`src/rtl/uart_tx_pkg.sv`:
```
package uart_tx_pkg;

    typedef enum logic [2:0] {
        ST_IDLE,
        ST_START,
        ST_DATA,
        ST_PARITY,
        ST_STOP
    } tx_state_t;

    typedef enum logic [1:0] {
        PAR_ODD   = 2'd0,
        PAR_EVEN  = 2'd1,
        PAR_MARK  = 2'd2,
        PAR_SPACE = 2'd3
    } par_mode_t;

    typedef struct packed {
        logic [1:0] wlen;
        logic       two_stop;
        logic       par_en;
        par_mode_t  par_mode;
    } frame_cfg_t;

endpackage

```
`src/rtl/uart_tx_fifo.sv`:
```
module uart_tx_fifo #(
    parameter int W     = 8,
    parameter int DEPTH = 16
) (
    input  logic         clk,
    input  logic         rst_n,
    input  logic         push,
    input  logic [W-1:0] din,
    input  logic         pop,
    output logic [W-1:0] dout,
    output logic         empty,
    output logic         full,
    output logic         last
);
    localparam int AW = (DEPTH > 1) ? $clog2(DEPTH) : 1;
    localparam int CW = $clog2(DEPTH + 1);

    logic [W-1:0]  mem [DEPTH];
    logic [AW-1:0] wr_ptr, rd_ptr, wr_nxt, rd_nxt;
    logic [CW-1:0] count;
    logic          push_ok, pop_ok;

    assign push_ok = push && !full;
    assign pop_ok  = pop && !empty;

    generate
        if ((1 << AW) == DEPTH) begin : g_pow2
            assign wr_nxt = wr_ptr + AW'(1);
            assign rd_nxt = rd_ptr + AW'(1);
        end else begin : g_wrap
            assign wr_nxt = (wr_ptr == AW'(DEPTH - 1)) ? '0 : wr_ptr + AW'(1);
            assign rd_nxt = (rd_ptr == AW'(DEPTH - 1)) ? '0 : rd_ptr + AW'(1);
        end
    endgenerate

    always_ff @(posedge clk) begin
        if (push_ok) mem[wr_ptr] <= din;
    end

    always_ff @(posedge clk or negedge rst_n) begin
        if (!rst_n) begin
            wr_ptr <= '0;
            rd_ptr <= '0;
            count  <= '0;
        end else begin
            if (push_ok) wr_ptr <= wr_nxt;
            if (pop_ok)  rd_ptr <= rd_nxt;
            if (push_ok && !pop_ok)      count <= count + CW'(1);
            else if (pop_ok && !push_ok) count <= count - CW'(1);
        end
    end

    assign dout  = mem[rd_ptr];
    assign empty = (count == '0);
    assign full  = (count == CW'(DEPTH));
    assign last  = (count == CW'(1));

endmodule

```
`src/rtl/uart_tx_parity.sv`:
```
module uart_tx_parity
    import uart_tx_pkg::*;
#(
    parameter int DATA_W = 8
) (
    input  logic [DATA_W-1:0] data,
    input  logic [1:0]        wlen,
    input  par_mode_t         mode,
    output logic              pbit
);
    logic [DATA_W-1:0] masked;
    logic              ones_odd;

    always_comb begin
        for (int i = 0; i < DATA_W; i++) begin
            masked[i] = data[i] && (i <= int'(wlen) + DATA_W - 4);
        end
        ones_odd = ^masked;
        unique case (mode)
            PAR_ODD:   pbit = ~ones_odd;
            PAR_EVEN:  pbit = ones_odd;
            PAR_MARK:  pbit = 1'b1;
            PAR_SPACE: pbit = 1'b0;
            default:   pbit = 1'b0;
        endcase
    end

endmodule

```
`src/rtl/uart_tx_fsm.sv`:
```
module uart_tx_fsm
    import uart_tx_pkg::*;
#(
    parameter int DATA_W = 8,
    parameter int TPB    = 16
) (
    input  logic              clk,
    input  logic              rst_n,
    input  logic              tick,
    input  logic              cts_n,
    input  logic              fifo_empty,
    input  logic [DATA_W-1:0] fifo_data,
    input  frame_cfg_t        cfg,
    input  logic              par_in,
    output logic              pop,
    output logic              txd,
    output logic              busy
);
    localparam int CNT_W = $clog2(2 * TPB);
    localparam int IDX_W = $clog2(DATA_W);
    localparam logic [CNT_W-1:0] BIT_LAST  = CNT_W'(TPB - 1);
    localparam logic [CNT_W-1:0] LONG_LAST = CNT_W'(2 * TPB - 1);
    localparam logic [CNT_W-1:0] MID_LAST  = CNT_W'(TPB + TPB / 2 - 1);

    tx_state_t         state_q, state_d;
    frame_cfg_t        cfg_q;
    logic [DATA_W-1:0] shreg;
    logic [IDX_W-1:0]  bit_idx, last_idx;
    logic [CNT_W-1:0]  tick_cnt, cur_last, stop_last;
    logic              par_q, load, bit_end;

    assign load     = (state_q == ST_IDLE) && !fifo_empty && !cts_n;
    assign pop      = load;
    assign last_idx = IDX_W'(cfg_q.wlen) + IDX_W'(DATA_W - 4);

    always_comb begin
        if (!cfg_q.two_stop)        stop_last = BIT_LAST;
        else if (cfg_q.wlen == 2'd0) stop_last = MID_LAST;
        else                        stop_last = LONG_LAST;
        cur_last = (state_q == ST_STOP) ? stop_last : BIT_LAST;
        bit_end  = tick && (tick_cnt == cur_last);
    end

    // next-state decision
    always_comb begin
        state_d = state_q;
        unique case (state_q)
            ST_IDLE:   if (load) state_d = ST_START;
            ST_START:  if (bit_end) state_d = ST_DATA;
            ST_DATA:   if (bit_end && bit_idx == last_idx)
                           state_d = cfg_q.par_en ? ST_PARITY : ST_STOP;
            ST_PARITY: if (bit_end) state_d = ST_STOP;
            ST_STOP:   if (bit_end) state_d = ST_IDLE;
            default:   state_d = ST_IDLE;
        endcase
    end

    // state register
    always_ff @(posedge clk or negedge rst_n) begin
        if (!rst_n) state_q <= ST_IDLE;
        else        state_q <= state_d;
    end

    // character datapath
    always_ff @(posedge clk or negedge rst_n) begin
        if (!rst_n) begin
            shreg    <= '0;
            cfg_q    <= '0;
            par_q    <= 1'b0;
            bit_idx  <= '0;
            tick_cnt <= '0;
        end else if (load) begin
            shreg    <= fifo_data;
            cfg_q    <= cfg;
            par_q    <= par_in;
            bit_idx  <= '0;
            tick_cnt <= '0;
        end else if (state_q != ST_IDLE && tick) begin
            if (bit_end) begin
                tick_cnt <= '0;
                if (state_q == ST_DATA) begin
                    shreg   <= shreg >> 1;
                    bit_idx <= bit_idx + IDX_W'(1);
                end
            end else begin
                tick_cnt <= tick_cnt + CNT_W'(1);
            end
        end
    end

    // outputs
    always_comb begin
        busy = (state_q != ST_IDLE);
        unique case (state_q)
            ST_IDLE:   txd = 1'b1;
            ST_START:  txd = 1'b0;
            ST_DATA:   txd = shreg[0];
            ST_PARITY: txd = par_q;
            ST_STOP:   txd = 1'b1;
            default:   txd = 1'b1;
        endcase
    end

endmodule

```
`src/rtl/uart_tx.sv`:
```
module uart_tx
    import uart_tx_pkg::*;
#(
    parameter int DATA_W = 8,
    parameter int DEPTH  = 16,
    parameter int TPB    = 16
) (
    input  logic              clk,
    input  logic              rst_n,
    input  logic              tick16,
    input  logic              wr_en,
    input  logic [DATA_W-1:0] wr_data,
    input  logic [1:0]        word_len,
    input  logic              two_stop,
    input  logic              par_en,
    input  logic [1:0]        par_sel,
    input  logic              cts_n,
    input  logic              irq_en,
    input  logic              irq_ack,
    output logic              txd,
    output logic              irq,
    output logic              tx_ready,
    output logic              tx_empty
);
    frame_cfg_t        cfg;
    logic [DATA_W-1:0] head;
    logic              fifo_empty, fifo_full, fifo_last;
    logic              pop, push_ok, par_bit, tx_busy, irq_pend;

    assign cfg.wlen     = word_len;
    assign cfg.two_stop = two_stop;
    assign cfg.par_en   = par_en;
    assign cfg.par_mode = par_mode_t'(par_sel);
    assign push_ok      = wr_en && !fifo_full;

    uart_tx_fifo #(.W(DATA_W), .DEPTH(DEPTH)) u_fifo (
        .clk(clk), .rst_n(rst_n),
        .push(wr_en), .din(wr_data),
        .pop(pop), .dout(head),
        .empty(fifo_empty), .full(fifo_full), .last(fifo_last)
    );

    uart_tx_parity #(.DATA_W(DATA_W)) u_par (
        .data(head), .wlen(word_len), .mode(cfg.par_mode), .pbit(par_bit)
    );

    uart_tx_fsm #(.DATA_W(DATA_W), .TPB(TPB)) u_fsm (
        .clk(clk), .rst_n(rst_n), .tick(tick16), .cts_n(cts_n),
        .fifo_empty(fifo_empty), .fifo_data(head), .cfg(cfg),
        .par_in(par_bit), .pop(pop), .txd(txd), .busy(tx_busy)
    );

    always_ff @(posedge clk or negedge rst_n) begin
        if (!rst_n)                              irq_pend <= 1'b0;
        else if (pop && fifo_last && !push_ok)   irq_pend <= 1'b1;
        else if (push_ok || irq_ack)             irq_pend <= 1'b0;
    end

    assign irq      = irq_pend && irq_en;
    assign tx_ready = !fifo_full;
    assign tx_empty = fifo_empty && !tx_busy;

endmodule

```
`config.mk`:
```
export PLATFORM = sky130hd
export DESIGN_NAME = uart_tx
export DESIGN_NICKNAME = d
export VERILOG_FILES = /design/src/rtl/uart_tx_pkg.sv /design/src/rtl/uart_tx_fifo.sv /design/src/rtl/uart_tx_parity.sv /design/src/rtl/uart_tx_fsm.sv /design/src/rtl/uart_tx.sv
export SDC_FILE = /design/constraint.sdc
export NUM_CORES = 1
export LEC_CHECK = 0
export BUFFER_PORTS_ARGS = -buffer_cell sky130_fd_sc_hd__buf_2
export CELL_PAD_IN_SITES_DETAIL_PLACEMENT = 2
export CELL_PAD_IN_SITES_GLOBAL_PLACEMENT = 2
export CORE_MARGIN = 3
export CORE_UTILIZATION = 49
export DETAILED_ROUTE_END_ITERATION = 16
export HOLD_SLACK_MARGIN = 0.02
export PLACE_DENSITY_LB_ADDON = 0.2
export SLEW_MARGIN = 20
export SYNTH_ARGS = -nofsm -noshare
export SYNTH_HDL_FRONTEND = slang
export SYNTH_SLANG_ARGS = --single-unit
```
`constraint.sdc`:
```
create_clock -name clk -period 9.5 [get_ports clk]
set_clock_uncertainty 0.2 [all_clocks]
set_input_delay 0.475 -clock clk [delete_from_list [all_inputs] [get_ports clk]]
set_output_delay 0.475 -clock clk [all_outputs]
set_load 0.05 [all_outputs]
```
Yosys cells after proc, flatten, opt, wreduce, memory -nomap -nowiden
Memories as Yosys holds them, arrays and structs flattened.
Cells that the tools add are included.
{ "word_totals": {"regBits": 38, "ram_bits": 128, "inputBits": 21, "output_inout_bits": 4, "wordCells": 117, "n_memories": 1} }
{ "classes": {"n_addsub": 9, "order_cmp": 8, "eq_ne": 16, "n_mux": 29, "n_bitwise": 1, "n_reduce_logical": 41} }
{ "memory_table": {"columns": ["memory", "depth", "word_bits", "rd", "rd_clocked_by_memory_dff", "write_ports", "line_no", "rtl"], "rows": [
  ["u_fifo.mem", 16, 8, 1, 0, 1, "uart_tx_fifo.sv:18", "logic [W-1:0] mem [DEPTH];"]
]} }
{ "ops": {"columns": ["op", "count"], "rows": [
  ["<= comparator 4 x 32 -> 1 bit (first input constant)", 4],
  ["<= comparator 3 x 32 -> 1 bit (first input constant)", 2],
  ["two-way mux 5 bit", 7],
  ["<= comparator 1 x 32 -> 1 bit (first input constant)", 1],
  ["<= comparator 2 x 32 -> 1 bit (first input constant)", 1],
  ["two-way mux 8 bit", 4],
  ["two-way mux 3 bit", 10],
  ["logical AND 1 bit", 21],
  ["case mux 3 bit (5 select lines)", 1],
  ["adder 5 x 1 -> 5 bit (second input constant)", 2],
  ["nonzero test 2 bit", 5],
  ["adder 4 x 1 -> 4 bit (second input constant)", 2],
  ["inequality test 2 x 1 -> 1 bit (second input constant)", 4],
  ["XOR reduction 8 bit", 1],
  ["== test 3 x 2 -> 1 bit (second input constant)", 2],
  ["zero test 1 bit", 6],
  ["subtractor 5 x 3 -> 6 bit (second input constant)", 1],
  ["adder 2 x 4 -> 5 bit (second input constant)", 1],
  ["== test 5 x 1 -> 1 bit (second input constant)", 1],
  ["== test 5 bit", 1],
  ["== test 5 bit (second input constant)", 1],
  ["zero test 5 bit", 1],
  ["AND reduction 5 bit", 1],
  ["subtractor 5 x 1 -> 5 bit (second input constant)", 1],
  ["other kinds (18)", 23]
]} }

Depth between registers and ports, before layout
{ "depth": {"depth_word": 9, "depth_mapped": 11, "depth_no_buf": 9} }

Cells and area by module
A second synthesis with hierarchy kept.
{ "unflattened": {"cells_unflattened": 478, "area_unflattened_um2": 7329.5} }
{ "by_module_without_submodules": {"columns": ["mod", "n_inst", "cells_per_inst", "area_each_um2", "seq_area_each_um2"], "rows": [
  ["uart_tx_fifo", 1, 325, 5869.4, 4169.0],
  ["uart_tx_fsm", 1, 130, 1244.9, 600.6],
  ["uart_tx_parity", 1, 16, 151.4, 0.0],
  ["uart_tx", 1, 7, 63.8, 25.0]
]} }

Worst setup path after synthesis
Ideal clock, no wire load.
{ "synth_timing": {"kind": "register -> register", "from": "register u_fifo.count[0]", "to": "register u_fifo.count[3]", "setup_time_ns": 0.079, "t_arrival_ns": 2.899, "required_ns": 9.221, "path_slack_ns": 6.322, "stages_incl_launch_ff": 11, "synth_period_minus_slack_ns": 3.178, "cell_sequence": "dfrtp_1 -> inv_1 -> ha_1 -> and2_1 -> nor3_1 -> inv_1 -> clkbuf_1 -> ha_1 -> or4_1 -> a21oi_1 -> xor2_1"} }
{ "synth_via": {"elab_chain_cells": 8} }
{ "synth_lines": {"columns": ["item", "line_no", "rtl"], "rows": [
  ["start: declaration", "uart_tx_fifo.sv:20", "logic [CW-1:0] count;"],
  ["start signal: assignment", "uart_tx_fifo.sv:48", "if (push_ok && !pop_ok) count <= count + CW'(1);"],
  ["start signal: assignment", "uart_tx_fifo.sv:49", "else if (pop_ok && !push_ok) count <= count - CW'(1);"],
  ["parallel branches: the longest is 8 deep, another holds subtractor 5 x 1 -> 5 bit", null, null]
]} }
Parallel ways; which one is timed is not known. The select of a mux whose other input is x is not followed.
A chain may end at the register's enable or synchronous reset.

Worst setup path after layout
{ "layout_timing": {"from": "register u_fifo.rd_ptr[1]", "to": "register u_fsm.par_q"} }
{ "layout_via": {"elab_chain_cells": 5} }
{ "layout_lines": {"columns": ["item", "line_no", "rtl"], "rows": [
  ["start: declaration", "uart_tx_fifo.sv:19", "logic [AW-1:0] wr_ptr, rd_ptr, wr_nxt, rd_nxt;"],
  ["start signal: assignment", "uart_tx_fifo.sv:47", "if (pop_ok) rd_ptr <= rd_nxt;"],
  ["memory (16 x 8 bit) *", null, null],
  ["logical AND 1 bit", "uart_tx_parity.sv:16", "masked[i] = data[i] && (i <= int'(wlen) + DATA_W - 4);"],
  ["XOR reduction 8 bit *", "uart_tx_parity.sv:18", "ones_odd = ^masked;"],
  ["inverter 1 bit", "uart_tx_parity.sv:20", "PAR_ODD: pbit = ~ones_odd;"],
  ["case mux 1 bit (4 select lines) *", "uart_tx_parity.sv:19", "unique case (mode)"],
  ["end signal: assignment", "uart_tx_fsm.sv:75", "par_q <= par_in;"],
  ["end: declaration", "uart_tx_fsm.sv:30", "logic par_q, load, bit_end;"]
]} }
Mark *: on every way between the ends. The rest lies on a longest branch, timed or not.

==> run summary <==
All-Layer GR Usage: 26.97%
Max Clock Freq: 272.7 MHz
RSZ-0062 raised after global routing: no
Tmin final: 3.667 ns
Number of global-route vias before repair: 4919
# diodes: 0
Post-cts gate resize count: 0
Post-Syn Instances: 477
Synth async-reset ratio: 22.89%
Final ANT Viol Nets: 0
Period utilisation layout: 38.60%
Root buffer cell: clkbuf_16
Max clock buf depth: 2
Placer Congestion: 0.7706
Worst rel slew slack: 26.48%
WP data arrival: 3.83 ns
Core Footprint: 0.01410 mm²
Input/output buffers: 24
Drt via density: 6.287
Syn_area_per_cell: 15.07 µm²
Final core utilization: 57.23%
Dpl hpwl: 13400 µm
WL/cell: 29.23 µm
Fin nets: 540
Non-filler cells, final: 700
Share of layout cells above drive strength 1: 17.12%
Synth warn: 0
Pwr dens: 327.1 mW/mm²
CP Max Fanout: 22
Net Count, Synth: 510
Worst EP required: 9.67 ns
Site row count: 43
Post-synthesis cell type count: 57
# DRC: 0
Most common cell in the netlist: edfxtp_1
Worst-skew pair later-pin latency: 0.43 ns
Number of flops mapped to enable cells by yosys: 128
Post-synthesis register bit count: 166
CP Class: reg -> reg
Peak supply drop: 193.5 µV
DR vias: 4401
FILL cells: 1263
Area added between synthesis and finish: 12.18%
Antenna violations before repair: 0
Die ar.: 0.01616 mm²
GRT overflow: 0
Area contributors post-synth: edfxtp_1 53%, dfrtp_1 13%, mux2i_1 4.7%
Routed wire length: 20460 µm
# Max-Cap Violations: 0
Critical path endpoint category: flip-flop
Share of the synthesized area in the top cell type: 53.45%
TritonCTS buffer count: 17
Max Slew Vio Count: 0
First-pass GRT wire length: 31620 µm
Top FF cell, synth: edfxtp_1
Die Height: 127.1 µm
CTS tree: built
Placed Cells incl. Taps: 667
Seq/Total Area, Yosys: 66.68%
Postcts setup bufs: 0
Setup TNS: 0 ns
# clock sinks: 166
Initial drt markers: 362
Final hold violations: 0
Reg clk slew, reported paths: 0.07 ns
Pin count of the biggest net entering global routing: 50
Dominant cell type by area after synthesis: edfxtp_1
Critical Path Source Type: flip-flop
First-pass iteration count of the detailed router: 4
Worst hold slack: 0.08793 ns
Slew @ Worst Pin: 1.097 ns
Synth top cells by count: 128 x edfxtp_1, 41 x nand2_1, 38 x dfrtp_1, 34 x mux2i_1, 22 x o21ai_0
Cell Area, Synth: 0.007191 mm²
Initial core utilization: 51.01%
Width of the die: 127.1 µm
H-tree depth: 4
Hold/Removal Path Class: in -> reg
Leakage: 2.978 nW
IO Pins: 25
Status: finished clean
Setup-failing EPs final: 0
-- worst max-delay path, cell delays in order, from the launching register on --
cell	delay (ns)
dfrtp_1	0.99
and2_1	0.70
a221oi_1	0.28
a22oi_1	0.29
nand2_1	0.18
xnor2_1	0.33
xnor3_1	0.34
o21bai_1	0.19
nand3_1	0.09
-- registers in the layout, summed over array words and instances, names as in the netlist --
name            flops
irq_pend            1
u_fifo.count        5
u_fifo.mem        128
u_fifo.rd_ptr       4
u_fifo.wr_ptr       4
u_fsm.bit_idx       3
u_fsm.cfg_q         4
u_fsm.par_q         1
u_fsm.shreg         8
u_fsm.state_q       3
u_fsm.tick_cnt      5
-- power by group --
part / switching [mW] / total, mW / internal, mW
Sequential: 0.129 / 1.04 / 0.908
Combinational: 0.580 / 0.937 / 0.358
Clock: 0.317 / 0.663 / 0.347
-- metal layers --
layer | vias to the layer above | share of wire (%) | track usage, %
li1 | 1913 | - | -
met1 | 2314 | 40 | 34.21
met2 | 147 | 54 | 47.35
met3 | 27 | 4.1 | 5.142
met4 | 0 | 2.2 | 8.076
met5 | - | 0 | 0
-- path summary, 6_finish.rpt --
kind	to	depth (start not counted)	start	slack, ns
min	u_fsm.cfg_q[3]	3	two_stop	0.09
max in group asynchronous	u_fifo.rd_ptr[0]	2	rst_n	7.97
min in group asynchronous	u_fsm.par_q	2	rst_n	0.51
max reg2reg	u_fsm.par_q	8	u_fifo.rd_ptr[1]	5.83
min reg2reg	u_fifo.count[4]	1	u_fifo.count[4]	0.33
max	u_fsm.par_q	8	u_fifo.rd_ptr[1]	5.83
-- logic make-up (layout without fill, tap and decap cells) --
family,count (synthesis),count (layout),share of synthesized area (%)
flip-flops,166,166,66.68
AO/OA/AOI/OAI,81,81,8.022
AND/OR/NAND/NOR,110,110,7.378
multiplexers,53,53,10.89
XOR/XNOR,19,19,2.506
buffers and inverters,36,79,2.436
adder cells (fa/ha/maj),12,12,2.088
-- cell type report --
class	instances	area [µm²]	area share, %
clock buffer	17	425.4	5.274
tap	180	225.2	2.792
inverter	16	60.06	0.7445
sequential	166	4796	59.45
clock inverter	15	136.4	1.691
multi-input combinational	275	2248	27.87
timing repair buffer	31	175.2	2.172
-- layout by cell type (no fill, tap or decap), drive strengths merged, types with 2 or more instances in the layout --
cell type,n
nor3,9
o31ai,2
a21oi,5
edfxtp,128
nor2b,3
nand4,4
clkinv,7
nand2,41
ha,12
a21boi,2
a221oi,14
a31oi,2
and3,2
xnor2,11
nand3,10
dfrtp,38
nand3b,2
inv,23
o211a,3
buf,30
mux4,19
mux2i,34
xor2,7
nor4,6
o21a,2
o22ai,3
or2,2
nor2,18
clkbuf,17
a211oi,2
a22oi,8
o21ai,29
a211o,2
and2,7
nor3b,2
-- stage by stage --
step / power [mW] / setup slack [ns] / area (µm²)
2_1_floorplan: 1.657 / 6.322 / 7191
3_3_place_gp: 1.851 / 6.110 / 7492
3_5_place_dp: 1.943 / 5.786 / 7492
4_1_cts: 2.648 / 5.618 / 8064
5_1_grt: 2.771 / 5.600 / 8066
6_report: 2.638 / 5.833 / 8066
-- repair_timing --
item                                   4_1_cts  5_1_grt
setup endpoints to repair                    0        0
hold buffers                                 1        0
endpoints found under the hold margin       38        0
(Power assumes the default switching activity.)
